--- config.mk ---
export PLATFORM = sky130hd
export DESIGN_NAME = ecc_byte_codec
export DESIGN_NICKNAME = d
export VERILOG_FILES = /design/src/rtl/ecc_codec_pkg.sv /design/src/rtl/ecc_rst_sync.sv /design/src/rtl/ecc_hamming_enc.sv /design/src/rtl/ecc_hamming_syn.sv /design/src/rtl/ecc_hamming_fix.sv /design/src/rtl/ecc_byte_codec.sv
export SDC_FILE = /design/constraint.sdc
export NUM_CORES = 1
export LEC_CHECK = 0
export ABC_AREA = 0
export BUFFER_PORTS_ARGS = -buffer_cell sky130_fd_sc_hd__buf_2
export CORE_MARGIN = 5
export CORE_UTILIZATION = 47
export DETAILED_ROUTE_END_ITERATION = 10
export HOLD_SLACK_MARGIN = 0.08
export PLACE_DENSITY = 0.75
export SYNTH_ARGS = -nofsm -noshare
export SYNTH_HDL_FRONTEND = slang
export SYNTH_SLANG_ARGS = --single-unit
--- constraint.sdc ---
create_clock -name clk -period 1 [get_ports clk]
set_input_delay 0.05 -clock clk [delete_from_list [all_inputs] [get_ports clk]]
set_output_delay 0.05 -clock clk [all_outputs]
set_load 0.03 [all_outputs]
--- src/rtl/ecc_codec_pkg.sv ---
package ecc_codec_pkg;

  // Smallest check-bit count c with 2^c >= data + c + 1.
  function automatic int calc_chk_w(input int dw);
    int c;
    c = 1;
    while ((1 << c) < dw + c + 1) c = c + 1;
    return c;
  endfunction

  typedef struct packed {
    logic corrected;
    logic fatal;
  } rd_flags_t;

endpackage

--- src/rtl/ecc_rst_sync.sv ---
module ecc_rst_sync (
  input  logic clk,
  input  logic rst_n,
  output logic rst_q
);
  logic [1:0] stage;

  always_ff @(posedge clk or negedge rst_n) begin
    if (!rst_n) stage <= 2'b00;
    else        stage <= {stage[0], 1'b1};
  end

  assign rst_q = stage[1];
endmodule

--- src/rtl/ecc_hamming_enc.sv ---
module ecc_hamming_enc
  import ecc_codec_pkg::*;
#(
  parameter int DATA_W = 8,
  parameter bit SECDED = 1'b1,
  localparam int CHK_W  = calc_chk_w(DATA_W),
  localparam int BODY_W = DATA_W + CHK_W
) (
  input  logic [DATA_W-1:0] data_i,
  output logic [BODY_W:0]   code_o
);
  logic [BODY_W-1:0] spread;
  logic [BODY_W-1:0] body;
  logic [CHK_W-1:0]  chk;

  // Position p (1-based) lives at index p-1; powers of two carry check bits.
  for (genvar p = 1; p <= BODY_W; p++) begin : g_pos
    if ((p & (p - 1)) == 0) begin : g_chk
      assign spread[p-1] = 1'b0;
      assign body[p-1]   = chk[$clog2(p)];
    end else begin : g_dat
      assign spread[p-1] = data_i[p-1-$clog2(p+1)];
      assign body[p-1]   = data_i[p-1-$clog2(p+1)];
    end
  end

  always_comb begin
    for (int j = 0; j < CHK_W; j++) begin
      chk[j] = 1'b0;
      for (int p = 1; p <= BODY_W; p++) begin
        if (((p >> j) & 1) == 1) chk[j] = chk[j] ^ spread[p-1];
      end
    end
  end

  if (SECDED) begin : g_ovr
    assign code_o = {^body, body};
  end else begin : g_noovr
    assign code_o = {1'b0, body};
  end
endmodule

--- src/rtl/ecc_hamming_syn.sv ---
module ecc_hamming_syn
  import ecc_codec_pkg::*;
#(
  parameter int DATA_W = 8,
  parameter bit SECDED = 1'b1,
  localparam int CHK_W  = calc_chk_w(DATA_W),
  localparam int BODY_W = DATA_W + CHK_W
) (
  input  logic [BODY_W:0]  code_i,
  output logic [CHK_W-1:0] syn_o,
  output logic             par_err_o
);
  // Including the stored check bit in each sum gives stored ^ recomputed.
  always_comb begin
    for (int j = 0; j < CHK_W; j++) begin
      syn_o[j] = 1'b0;
      for (int p = 1; p <= BODY_W; p++) begin
        if (((p >> j) & 1) == 1) syn_o[j] = syn_o[j] ^ code_i[p-1];
      end
    end
  end

  if (SECDED) begin : g_ovr
    assign par_err_o = ^code_i;
  end else begin : g_noovr
    assign par_err_o = 1'b0;
  end
endmodule

--- src/rtl/ecc_hamming_fix.sv ---
module ecc_hamming_fix
  import ecc_codec_pkg::*;
#(
  parameter int DATA_W = 8,
  parameter bit SECDED = 1'b1,
  localparam int CHK_W  = calc_chk_w(DATA_W),
  localparam int BODY_W = DATA_W + CHK_W
) (
  input  logic [BODY_W:0]   code_i,
  input  logic [CHK_W-1:0]  syn_i,
  input  logic              par_err_i,
  output logic [DATA_W-1:0] data_o,
  output rd_flags_t         flags_o
);
  localparam logic [CHK_W-1:0] MAX_POS = CHK_W'(BODY_W);

  logic nonzero, in_range, single, fatal;

  assign nonzero  = |syn_i;
  assign in_range = nonzero && (syn_i <= MAX_POS);

  if (SECDED) begin : g_secded
    assign single = par_err_i && (!nonzero || in_range);
    assign fatal  = nonzero && (!par_err_i || !in_range);
  end else begin : g_sec
    assign single = in_range;
    assign fatal  = nonzero && !in_range;
  end

  // Only data positions are repaired; a check-bit hit leaves data as is.
  for (genvar p = 1; p <= BODY_W; p++) begin : g_pos
    if ((p & (p - 1)) != 0) begin : g_dat
      assign data_o[p-1-$clog2(p+1)] =
        code_i[p-1] ^ (single && (syn_i == CHK_W'(p)));
    end
  end

  assign flags_o.corrected = single;
  assign flags_o.fatal     = fatal;
endmodule

--- src/rtl/ecc_byte_codec.sv ---
module ecc_byte_codec
  import ecc_codec_pkg::*;
#(
  parameter int DATA_W = 8,
  parameter bit SECDED = 1'b1,
  localparam int CHK_W  = calc_chk_w(DATA_W),
  localparam int BODY_W = DATA_W + CHK_W,
  localparam int CODE_W = BODY_W + 1,
  localparam int NBYTES = DATA_W / 8
) (
  input  logic              clk,
  input  logic              rst_n,
  input  logic              parity_mode,
  input  logic              parity_odd,
  input  logic              wr_en,
  input  logic [DATA_W-1:0] wr_data,
  output logic [CODE_W-1:0] wr_code,
  input  logic              rd_en,
  input  logic [CODE_W-1:0] rd_code,
  output logic [DATA_W-1:0] rd_data,
  output logic              rd_corrected,
  output logic              rd_uncorrectable
);
  logic rst_q;

  ecc_rst_sync u_rst (.clk(clk), .rst_n(rst_n), .rst_q(rst_q));

  // Hamming paths
  logic [CODE_W-1:0] ham_code;
  logic [CHK_W-1:0]  syn;
  logic              par_err;
  logic [DATA_W-1:0] ham_data;
  rd_flags_t         ham_flags;

  ecc_hamming_enc #(.DATA_W(DATA_W), .SECDED(SECDED)) u_enc (
    .data_i(wr_data), .code_o(ham_code));

  ecc_hamming_syn #(.DATA_W(DATA_W), .SECDED(SECDED)) u_syn (
    .code_i(rd_code), .syn_o(syn), .par_err_o(par_err));

  ecc_hamming_fix #(.DATA_W(DATA_W), .SECDED(SECDED)) u_fix (
    .code_i(rd_code), .syn_i(syn), .par_err_i(par_err),
    .data_o(ham_data), .flags_o(ham_flags));

  // Per-byte parity paths
  logic [NBYTES-1:0] par_bits, par_bad;
  logic [CODE_W-1:0] par_code;

  for (genvar b = 0; b < NBYTES; b++) begin : g_byte
    assign par_bits[b] = (^wr_data[8*b +: 8]) ^ parity_odd;
    assign par_bad[b]  = (^rd_code[8*b +: 8]) ^ rd_code[DATA_W+b] ^ parity_odd;
  end

  assign par_code = {{(CODE_W-DATA_W-NBYTES){1'b0}}, par_bits, wr_data};

  // Next state
  logic [CODE_W-1:0] wr_code_d;
  logic [DATA_W-1:0] rd_data_d;
  logic              rd_corr_d, rd_unc_d;

  always_comb begin
    wr_code_d = wr_code;
    rd_data_d = rd_data;
    rd_corr_d = rd_corrected;
    rd_unc_d  = rd_uncorrectable;
    if (wr_en) begin
      wr_code_d = parity_mode ? par_code : ham_code;
    end
    if (rd_en) begin
      if (parity_mode) begin
        rd_data_d = rd_code[DATA_W-1:0];
        rd_corr_d = 1'b0;
        rd_unc_d  = |par_bad;
      end else begin
        rd_data_d = ham_data;
        rd_corr_d = ham_flags.corrected;
        rd_unc_d  = ham_flags.fatal;
      end
    end
  end

  // Registers
  always_ff @(posedge clk or negedge rst_q) begin
    if (!rst_q) begin
      wr_code          <= '0;
      rd_data          <= '0;
      rd_corrected     <= 1'b0;
      rd_uncorrectable <= 1'b0;
    end else begin
      wr_code          <= wr_code_d;
      rd_data          <= rd_data_d;
      rd_corrected     <= rd_corr_d;
      rd_uncorrectable <= rd_unc_d;
    end
  end

  // Checks
  if (SECDED) begin : g_ovr_chk
    assert_even_overall_R1: assert property (@(posedge clk) disable iff (!rst_q)
      (wr_en && !parity_mode) |=> !(^wr_code));
  end

  assert_wr_hold_R2: assert property (@(posedge clk) disable iff (!rst_q)
    !wr_en |=> $stable(wr_code));

  assert_clean_flags_R3: assert property (@(posedge clk) disable iff (!rst_q)
    (rd_en && !parity_mode && (syn == '0) && !par_err)
      |=> (!rd_corrected && !rd_uncorrectable));

  assert_parity_no_fix_R9: assert property (@(posedge clk) disable iff (!rst_q)
    (rd_en && parity_mode) |=> !rd_corrected);

  assert_rd_hold_R10: assert property (@(posedge clk) disable iff (!rst_q)
    !rd_en |=> ($stable(rd_data) && $stable(rd_corrected) && $stable(rd_uncorrectable)));

  assert_flags_excl_R12: assert property (@(posedge clk) disable iff (!rst_q)
    !(rd_corrected && rd_uncorrectable));
endmodule

==> flow_metrics.py, run 1 <==
metrics = {
    "worst_hold_path": {
        "hp-class": "reg -> async",
    },
    "cells_and_area": {
        "drive_gt1_share_pct": 44.2,
        "num_antenna_cells": 0,
        "final_nets": 336,
        "area_growth_pct": 56.8,
        "instances_no_fill": 358,
    },
    "drt": {
        "viasPerCell": 5.42,
        "drt_iter0_drc": 167,
        "drc_errors": 0,
        "vias": 1939,
        "drt-total-wl_um": 6050,
        "ant_nets": 0,
        "first_pass_iters": 4,
        "wire_per_inst_um": 16.9,
    },
    "synth": {
        "yosysMostFrequentCell": "dfrtp_1",
        "ys_warn_count": 0,
        "synth_area_leaders": "dfrtp_1 32%, xnor2_1 8.5%, mux2i_1 6.2%, a21oi_1 5.9%, xnor3_1 5.8%",
        "syn_inst": 209,
        "synth_common_cells": "25 x dfrtp_1, 23 x a21oi_1, 23 x nor2_1, 19 x xnor2_1, 17 x nand2_1",
        "syn_avg_cell_area_sq_um": 9.32,
        "synthArstFlopShare_pct": 100,
        "synth.cell_area_sq_mm": 0.00195,
        "ys.flop_type": "dfrtp_1",
        "ys_seq_elements": 25,
        "yosys.area.top_type": "dfrtp_1",
        "synth.distinct_cells": 35,
        "synth-edff-count": 0,
        "synth_top_area_share_pct": 32.1,
        "syn-num-nets": 236,
        "synth-seq-area-share_pct": 32.1,
    },
    "outcome": {
        "violations": "negative setup slack",
        "status": "finished with violations",
    },
    "timing": {
        "hold_viol": 0,
        "setup_viol": 12,
        "setup_slack_ns": -0.563,
        "grt_setup_unrepaired": "true",
        "maxSlewViolCount": 0,
        "fin_setup_tns_ns": -5.11,
        "fmax_mhz": 640,
        "finalCriticalPeriod_ns": 1.56,
        "fin_skew_ns": 0.00285,
        "worst_hold_slack_ns": 0.0890,
        "finalCritPeriodShare_pct": 156,
    },
    "clock_network": {
        "clock_sinks": 25,
        "numCtsBuffers": 3,
        "cts_tree": "built",
        "clock_path_buffers": 2,
        "cts-root-buf": "clkbuf_8",
        "htree_levels": 1,
        "clk_pin_slew_ns": 0.09,
        "clock_latency_ns": 0.27,
    },
    "floorplan": {
        "die_h_um": 74.4,
        "core_sq_mm": 0.00400,
        "io_pins": 50,
        "die_area_sq_mm": 0.00553,
        "rows": 23,
        "fp.dieW_um": 74.4,
        "start_util_pct": 48.7,
    },
    "flow_run": {
        "drv_cap": 0,
    },
    "worst_setup_path": {
        "crit_required_ns": 1.21,
        "cp-end-kind": "register",
        "arrival_ns": 1.77,
        "crit_type": "in -> reg",
        "path_max_fanout": 5,
        "startpoint_type": "input port",
        "rrSetupSlack_ns": -0.02,
    },
    "global_routing": {
        "grt_pass1_wl_um": 8760,
        "grt-ovfl-total": 0,
        "track_usage_pct": 20.6,
        "grt_pass1_vias": 1848,
        "grt_max_degree": 25,
        "antenna_found_initial": 0,
    },
    "pwr": {
        "total_power_uw": 4590,
        "p_leak_uw": 0.00147,
        "powerDensity_mw_per_mm2": 1500,
        "peakVddDrop_mv": 1.18,
    },
    "place": {
        "pre_cts_slack_ns": -0.834,
        "dp_hpwl_um": 3810,
        "dp.cells": 339,
        "io_buffers": 49,
        "gp_congestion": 0.870,
    },
}
[power by group]
group          switching [uW]  internal [uW]  total [uW]
registers                 102           1180        1280
logic                    1410           1290        2700
clock network             331            282         613
[routing by layer]
layer | vias up | wire length, um | GRT usage, %
met5 | - | 0 | 0
met4 | 0 | 243 | 6.32
met3 | 25 | 434 | 3.92
met2 | 92 | 3140 | 34.8
met1 | 912 | 2230 | 26.7
li1 | 910 | - | -
[logic make-up after synthesis]
logic type | after synthesis | share of synthesized area (%)
AND/OR/NAND/NOR | 75 | 18.8
AO/OA/AOI/OAI | 37 | 10.4
other | 1 | 0.192
flip-flops | 25 | 32.1
buffers and inverters | 16 | 3.79
XOR/XNOR | 41 | 26.8
multiplexers | 14 | 7.90
[cell type report]
| class | instances | area (sq um) |
|---|---|---|
| tap | 50 | 62.6 |
| timing repair buffer | 104 | 766 |
| inverter | 6 | 22.5 |
| sequential | 25 | 626 |
| fill | 272 | 945 |
| clock inverter | 1 | 7.51 |
| clock buffer | 3 | 41.3 |
| multi-input combinational | 169 | 1530 |
[flip-flops by register name, summed over array words and instances, names as in the netlist]
register / flops
wr_code: 13
rd_data: 8
u_rst.stage: 2
rd_corrected: 1
rd_uncorrectable: 1
[repair_timing]
action                     4_1_cts  5_1_grt
pin swaps                       18       25
gates cloned                     1        0
gates resized for setup         25       32
setup buffers                    4       10
hold buffers                     3        0
hold endpoints to repair         3        0
setup endpoints to repair       13       15
[metrics by stage]
stage                     instance area [sq um]  utilization [%]
after global placement                     2570             64.2
after CTS                                  2860             71.4
after detailed placement                   2570             64.2
after global routing                       3060             76.4
after floorplan                            1990                -
final                                      3060             76.4
[final timing paths]
| kind | startpoint | to | depth (start not counted) |
|---|---|---|---|
| worst max-delay path | rd_code[11] | rd_data[2] | 8 |
| worst min-delay path | u_rst.stage[1] | rd_data[7] | 0 |
| min in group clk | rd_en | rd_corrected | 3 |
| worst max register to register | rd_data[5] | rd_data[5] | 4 |
| max in group asynchronous | rst_n | u_rst.stage[0] | 3 |
| worst min register to register | u_rst.stage[1] | rd_data[7] | 0 |
[critical path, stage by stage]
cell,delay [ns]
buf_8,0.11
buf_4,0.14
xnor3_1,0.42
xor2_4,0.20
nand2b_1,0.26
nor4_1,0.33
mux2i_1,0.15
nand3_1,0.11
[cell usage in the layout, fill, tap and decap left out, types with 2 or more instances in the layout]
master,netlist,final
buf_4,1,48
buf_2,0,38
dfrtp_1,25,25
nor2_1,23,22
a21oi_1,23,22
nand2_1,17,16
mux2i_1,12,12
buf_6,0,12
xnor2_4,1,11
xnor2_1,19,10
and2_1,9,9
nand3_1,7,7
xor2_1,9,6
o21ai_0,6,6
inv_1,6,6
nor4_1,7,6
xnor3_1,5,5
xnor3_2,3,4
xor2_4,0,3
xnor2_2,4,3
nand3b_1,3,3
a21o_1,3,3
clkbuf_8,1,3
dlygate4sd3_1,0,3
o21ai_1,2,2
nor3_1,2,2
and2_2,2,2
buf_8,0,2
Power figures use the tool's default switching activity.
==> run 2, diff against run 1 <==
Settings changed: SETUP_SLACK_MARGIN set to 0.15.
==> run 2 against run 1 <==
Compared with the run above:
- final cell count is 1.7% higher
- the run still ends with negative setup slack left
- clock skew is 0.0013 ns lower
- sequential cell count stayed put
- non-clock buffer count is 7 higher
- largest power group unchanged
- critical path depth is 1 lower
- register-to-register slack hardly changed
- via count is 2.1% lower
- clock power hardly changed
==> flow_metrics.py, run 2 (synthesis results as in run 1) <==
metrics = {
    "worst_setup_path": {
        "path_max_fanout": 5,
        "rrSetupSlack_ns": -0.03,
        "max_stage_delay_ns": 0.41,
        "setup.worst_path.end": "rd_data[2]",
        "crit_path_frequent_cell": "xnor2_4",
        "path_cells": "buf_8 > xnor2_4 > xnor3_2 > xnor2_4 > mux2i_4 > mux2i_1 > nand3_1",
        "crit_path_start": "rd_code[11]",
        "worstReg2RegStart": "rd_data[6]",
        "startpoint_type": "input port",
        "r2r-end": "rd_data[6]",
        "r2r_cells": 5,
        "slowest_stage": "xnor3_2",
        "crit_type": "in -> reg",
        "arrival_ns": 1.67,
        "cp-end-kind": "register",
        "crit_required_ns": 1.16,
    },
    "drt": {
        "ant_nets": 0,
        "vias": 1898,
        "wire_per_inst_um": 15.3,
        "first_pass_iters": 4,
        "drt_iter0_drc": 66,
        "drc_errors": 0,
        "drt-total-wl_um": 5580,
        "viasPerCell": 5.21,
    },
    "clock_network": {
        "numCtsBuffers": 3,
        "htree_levels": 1,
        "clock_latency_ns": 0.27,
        "cts-root-buf": "clkbuf_8",
        "holdBufCountCts": 1,
        "clock_path_buffers": 2,
        "clock_sinks": 25,
        "clk_pin_slew_ns": 0.09,
        "cts_tree": "built",
    },
    "place": {
        "dp.cells": 344,
        "gp_congestion": 0.826,
        "dpl_cell_area_sq_mm": 0.00263,
        "io_buffers": 49,
        "dp_hpwl_um": 3770,
    },
    "pwr": {
        "switchingPower_uw": 1820,
        "p_int_uw": 2990,
        "swShare_pct": 37.8,
        "total_power_uw": 4810,
        "sequentialPowerShare_pct": 27.2,
        "combPwrFrac_pct": 60.0,
        "powerDensity_mw_per_mm2": 1520,
        "pwr-share-clk_pct": 12.7,
        "p_leak_uw": 0.00153,
        "peakVddDrop_mv": 0.975,
    },
    "global_routing": {
        "antenna_found_initial": 0,
        "grt-ovfl-total": 0,
        "grt_max_degree": 25,
        "grt_pass1_vias": 1931,
        "track_usage_pct": 21.0,
        "grt_pass1_wl_um": 8990,
    },
    "floorplan": {
        "fp.dieW_um": 74.4,
        "die_h_um": 74.4,
        "rows": 23,
        "io_pins": 50,
        "start_util_pct": 48.7,
        "die_area_sq_mm": 0.00553,
        "core_sq_mm": 0.00400,
    },
    "outcome": {
        "violations": "negative setup slack",
        "status": "finished with violations",
    },
    "timing": {
        "finalCritPeriodShare_pct": 151,
        "hold_viol": 0,
        "finalCriticalPeriod_ns": 1.51,
        "setup_slack_ns": -0.509,
        "maxSlewViolCount": 0,
        "worst_hold_slack_ns": 0.0808,
        "fmax_mhz": 663,
        "grt_setup_unrepaired": "true",
        "fin_skew_ns": 0.00157,
        "setup_viol": 14,
    },
    "worst_hold_path": {
        "hp-class": "in -> reg",
    },
    "cells_and_area": {
        "num_antenna_cells": 0,
        "regMostFlops": "wr_code",
        "final_nets": 342,
        "layout_commonest_cell": "buf_4",
        "layout_common_cells": "55 x buf_4, 32 x buf_6, 25 x dfrtp_1",
        "drive_gt1_share_pct": 46.5,
        "area_growth_pct": 62.2,
        "largest_reg_flops": 13,
        "instances_no_fill": 364,
        "fin_area_sq_mm": 0.00316,
        "top_regs": "wr_code (13), rd_data (8), u_rst.stage (2)",
    },
    "flow_run": {
        "drv_cap": 0,
    },
}
## run 2: changes by cell type in the layout (fill, tap and decap cells not counted), sizes merged
| cell | before | now |
|---|---|---|
| clkinvlp | 1 | 0 |
| dlygate4sd3 | 3 | 1 |
| clkbuf | 3 | 5 |
| buf | 101 | 109 |
| xnor3 | 9 | 8 |
## run 2: cell type report
type	instances	area [sq um]
multi-input cells	168	1460
repair buffers	111	946
fillers	243	841
flip-flops and latches	25	626
well taps	50	62.6
clock buffers	4	45.0
inverters	6	22.5
## run 2: worst min-delay path by stage
| stage | start | end | slack (ns) | cells after the start |
|---|---|---|---|---|
| floorplan | rst_n | u_rst.stage[0] | -0.25 | 0 |
| global placement | rst_n | u_rst.stage[0] | -0.16 | 1 |
| detailed placement | rst_n | u_rst.stage[0] | -0.16 | 1 |
| CTS | wr_en | wr_code[12] | 0.06 | 2 |
| global route | wr_en | wr_code[12] | 0.08 | 2 |
| finish | wr_en | wr_code[12] | 0.08 | 2 |
## run 2: stage by stage
| stage | worst slack, ns | TNS (ns) | utilization, % |
|---|---|---|---|
| 2_1_floorplan | -0.571 | -5.54 | - |
| 3_3_place_gp | -0.804 | -9.25 | 65.7 |
| 3_5_place_dp | -0.853 | -9.77 | 65.7 |
| 4_1_cts | -0.556 | -5.04 | 75.6 |
| 5_1_grt | -0.598 | -6.08 | 79.0 |
| 6_report | -0.509 | -5.24 | 79.0 |
## run 2: metal layers
metal  vias to the layer above  part of all wire (%)  wire length, um  track usage, %
li1                        914                     -                -               -
met2                        56                    53             2970            38.6
met3                         7                   5.0              279            3.24
met4                         0                   1.2               65            4.55
met5                         -                     0                0               0
met1                       921                    41             2260            25.7
## run 2: power groups by stage
| stage | combinational [uW] | sequential (uW) | clock (uW) |
|---|---|---|---|
| after floorplan | 1190 | 1630 | 0 |
| after global placement | 2220 | 1280 | 0 |
| after detailed placement | 2260 | 1280 | 0 |
| after CTS | 2690 | 1310 | 638 |
| after global routing | 3070 | 1330 | 688 |
| final | 2890 | 1310 | 614 |
## run 2: what timing repair did
| item | 4_1_cts | 5_1_grt |
|---|---|---|
| buffers inserted | 9 | 6 |
| pin swaps | 24 | 17 |
| resized for setup | 68 | 18 |
| setup endpoints to repair | 39 | 39 |
| endpoints found under the hold margin | 3 | 1 |
## run 2: critical path: cells and delay by family
kind,cells,cell delay [ns]
xor+xnor,3,0.79
mux,2,0.63
buf+inv,1,0.11
simple gates,1,0.09
==> run 3, diff against run 2 <==
Settings changed: MAX_ROUTING_LAYER set to met4.
==> run 3 against run 2 <==
Compared with the run above:
- the run still ends with negative setup slack left
- highest routed layer unchanged
- die area did not move
- largest power group unchanged
- sequential cell count did not move
- clock skew barely moved
- via count barely moved
- global-route usage rose by 0.66 points
- sequential share of layout area did not move
- critical path depth did not move
- power barely moved
==> flow_metrics.py, run 3 (synthesis results as in run 1) <==
metrics = {
    "outcome": {
        "status": "finished with violations",
        "violations": "negative setup slack",
    },
    "drt": {
        "first_pass_iters": 4,
        "vias": 1899,
        "drt_iter0_drc": 63,
        "viasPerCell": 5.22,
        "ant_nets": 0,
        "drc_errors": 0,
        "drt-total-wl_um": 5590,
        "wire_per_inst_um": 15.3,
    },
    "pwr": {
        "swShare_pct": 37.9,
        "p_leak_uw": 0.00153,
        "pwr-share-clk_pct": 12.8,
        "peakVddDrop_mv": 0.975,
        "powerDensity_mw_per_mm2": 1520,
        "switchingPower_uw": 1820,
        "combPwrFrac_pct": 60.0,
        "sequentialPowerShare_pct": 27.2,
        "p_int_uw": 2990,
    },
    "floorplan": {
        "fp.dieW_um": 74.4,
        "die_h_um": 74.4,
        "io_pins": 50,
        "core_sq_mm": 0.00400,
        "start_util_pct": 48.7,
        "rows": 23,
        "die_area_sq_mm": 0.00553,
    },
    "cells_and_area": {
        "layout_commonest_cell": "buf_4",
        "top_regs": "wr_code (13), rd_data (8), u_rst.stage (2)",
        "fin_area_sq_mm": 0.00316,
        "num_antenna_cells": 0,
        "drive_gt1_share_pct": 46.5,
        "final_nets": 342,
        "regMostFlops": "wr_code",
        "largest_reg_flops": 13,
        "layout_common_cells": "55 x buf_4, 32 x buf_6, 25 x dfrtp_1",
        "area_growth_pct": 62.2,
        "instances_no_fill": 364,
        "final_util_pct": 79.0,
    },
    "clock_network": {
        "numCtsBuffers": 3,
        "holdBufCountCts": 1,
        "clk_pin_slew_ns": 0.09,
        "clock_sinks": 25,
        "cts-root-buf": "clkbuf_8",
        "cts_tree": "built",
        "clock_latency_ns": 0.27,
        "htree_levels": 1,
        "clock_path_buffers": 2,
    },
    "global_routing": {
        "antenna_found_initial": 0,
        "grt_max_degree": 25,
        "grt_pass1_vias": 1931,
        "grt_pass1_wl_um": 9000,
        "track_usage_pct": 21.6,
        "grt-ovfl-total": 0,
    },
    "worst_setup_path": {
        "cp-end-kind": "register",
        "startpoint_type": "input port",
        "max_stage_delay_ns": 0.41,
        "slowest_stage": "xnor3_2",
        "path_buf_inv": 1,
        "path_cells": "buf_8 > xnor2_4 > xnor3_2 > xnor2_4 > mux2i_4 > mux2i_1 > nand3_1",
        "cp_top_family": "XOR/XNOR gates",
        "crit_required_ns": 1.16,
        "arrival_ns": 1.67,
        "crit_type": "in -> reg",
        "path_max_fanout": 5,
        "crit_path_frequent_cell": "xnor2_4",
    },
    "timing": {
        "fmax_mhz": 662,
        "setup_slack_ns": -0.512,
        "setup_viol": 14,
        "maxSlewViolCount": 0,
        "hold_viol": 0,
        "finalCriticalPeriod_ns": 1.51,
        "fin_skew_ns": 0.00177,
        "grt_setup_unrepaired": "true",
        "worst_hold_slack_ns": 0.0816,
        "finalCritPeriodShare_pct": 151,
    },
    "place": {
        "dp.cells": 344,
        "gp_congestion": 0.838,
        "dpl_cell_area_sq_mm": 0.00263,
        "dp_hpwl_um": 3770,
        "io_buffers": 49,
    },
    "worst_hold_path": {
        "hp-class": "in -> reg",
    },
    "flow_run": {
        "drv_cap": 0,
    },
}
-- run 3: worst paths after layout --
| kind | start | to | slack, ns | cells after the start |
|---|---|---|---|---|
| worst min-delay path | wr_en | wr_code[12] | 0.08 | 2 |
| max in group asynchronous | u_rst.stage[1] | rd_data[0] | 0.52 | 1 |
| worst max-delay path | rd_code[11] | rd_data[2] | -0.51 | 7 |
| worst min register to register | u_rst.stage[1] | wr_code[7] | 0.23 | 1 |
| worst max register to register | rd_data[6] | rd_data[6] | -0.03 | 5 |
| min in group asynchronous | rst_n | u_rst.stage[0] | 0.09 | 2 |
-- run 3: cell type report --
class / instances / area (sq um)
timing repair buffer: 111 / 946
fill: 243 / 841
inverter: 6 / 22.5
tap: 50 / 62.6
multi-input combinational: 168 / 1460
clock buffer: 4 / 45.0
sequential: 25 / 626
-- run 3: per-stage QoR --
stage               TNS, ns  worst slack, ns  total power [uW]
floorplan             -5.54           -0.571              2820
global placement      -9.25           -0.804              3500
detailed placement    -9.77           -0.853              3540
CTS                   -5.04           -0.556              4640
global route          -6.08           -0.598              5090
finish                -5.23           -0.512              4820
-- run 3: metal layers --
layer	share of wire, %	wire, um	track usage [%]	vias to the layer above
li1	-	-	-	913
met1	41	2310	26.1	925
met2	53	2960	38.6	54
met3	4.6	256	2.70	7
met4	1.2	65	4.55	0
met5	0	0	-	-
-- run 3: power by group through the flow --
stage                     Clock [uW]  Combinational (uW)  Sequential, uW
final                            615                2890            1310
after global routing             688                3070            1330
after CTS                        638                2690            1310
after detailed placement           0                2260            1280
after global placement             0                2220            1280
after floorplan                    0                1190            1630
-- run 3: timing repair --
item / CTS / global route
buffers inserted: 9 / 6
hold endpoints to repair: 3 / 1
resized for setup: 68 / 18
setup endpoints to repair: 39 / 39
pin swaps: 24 / 17
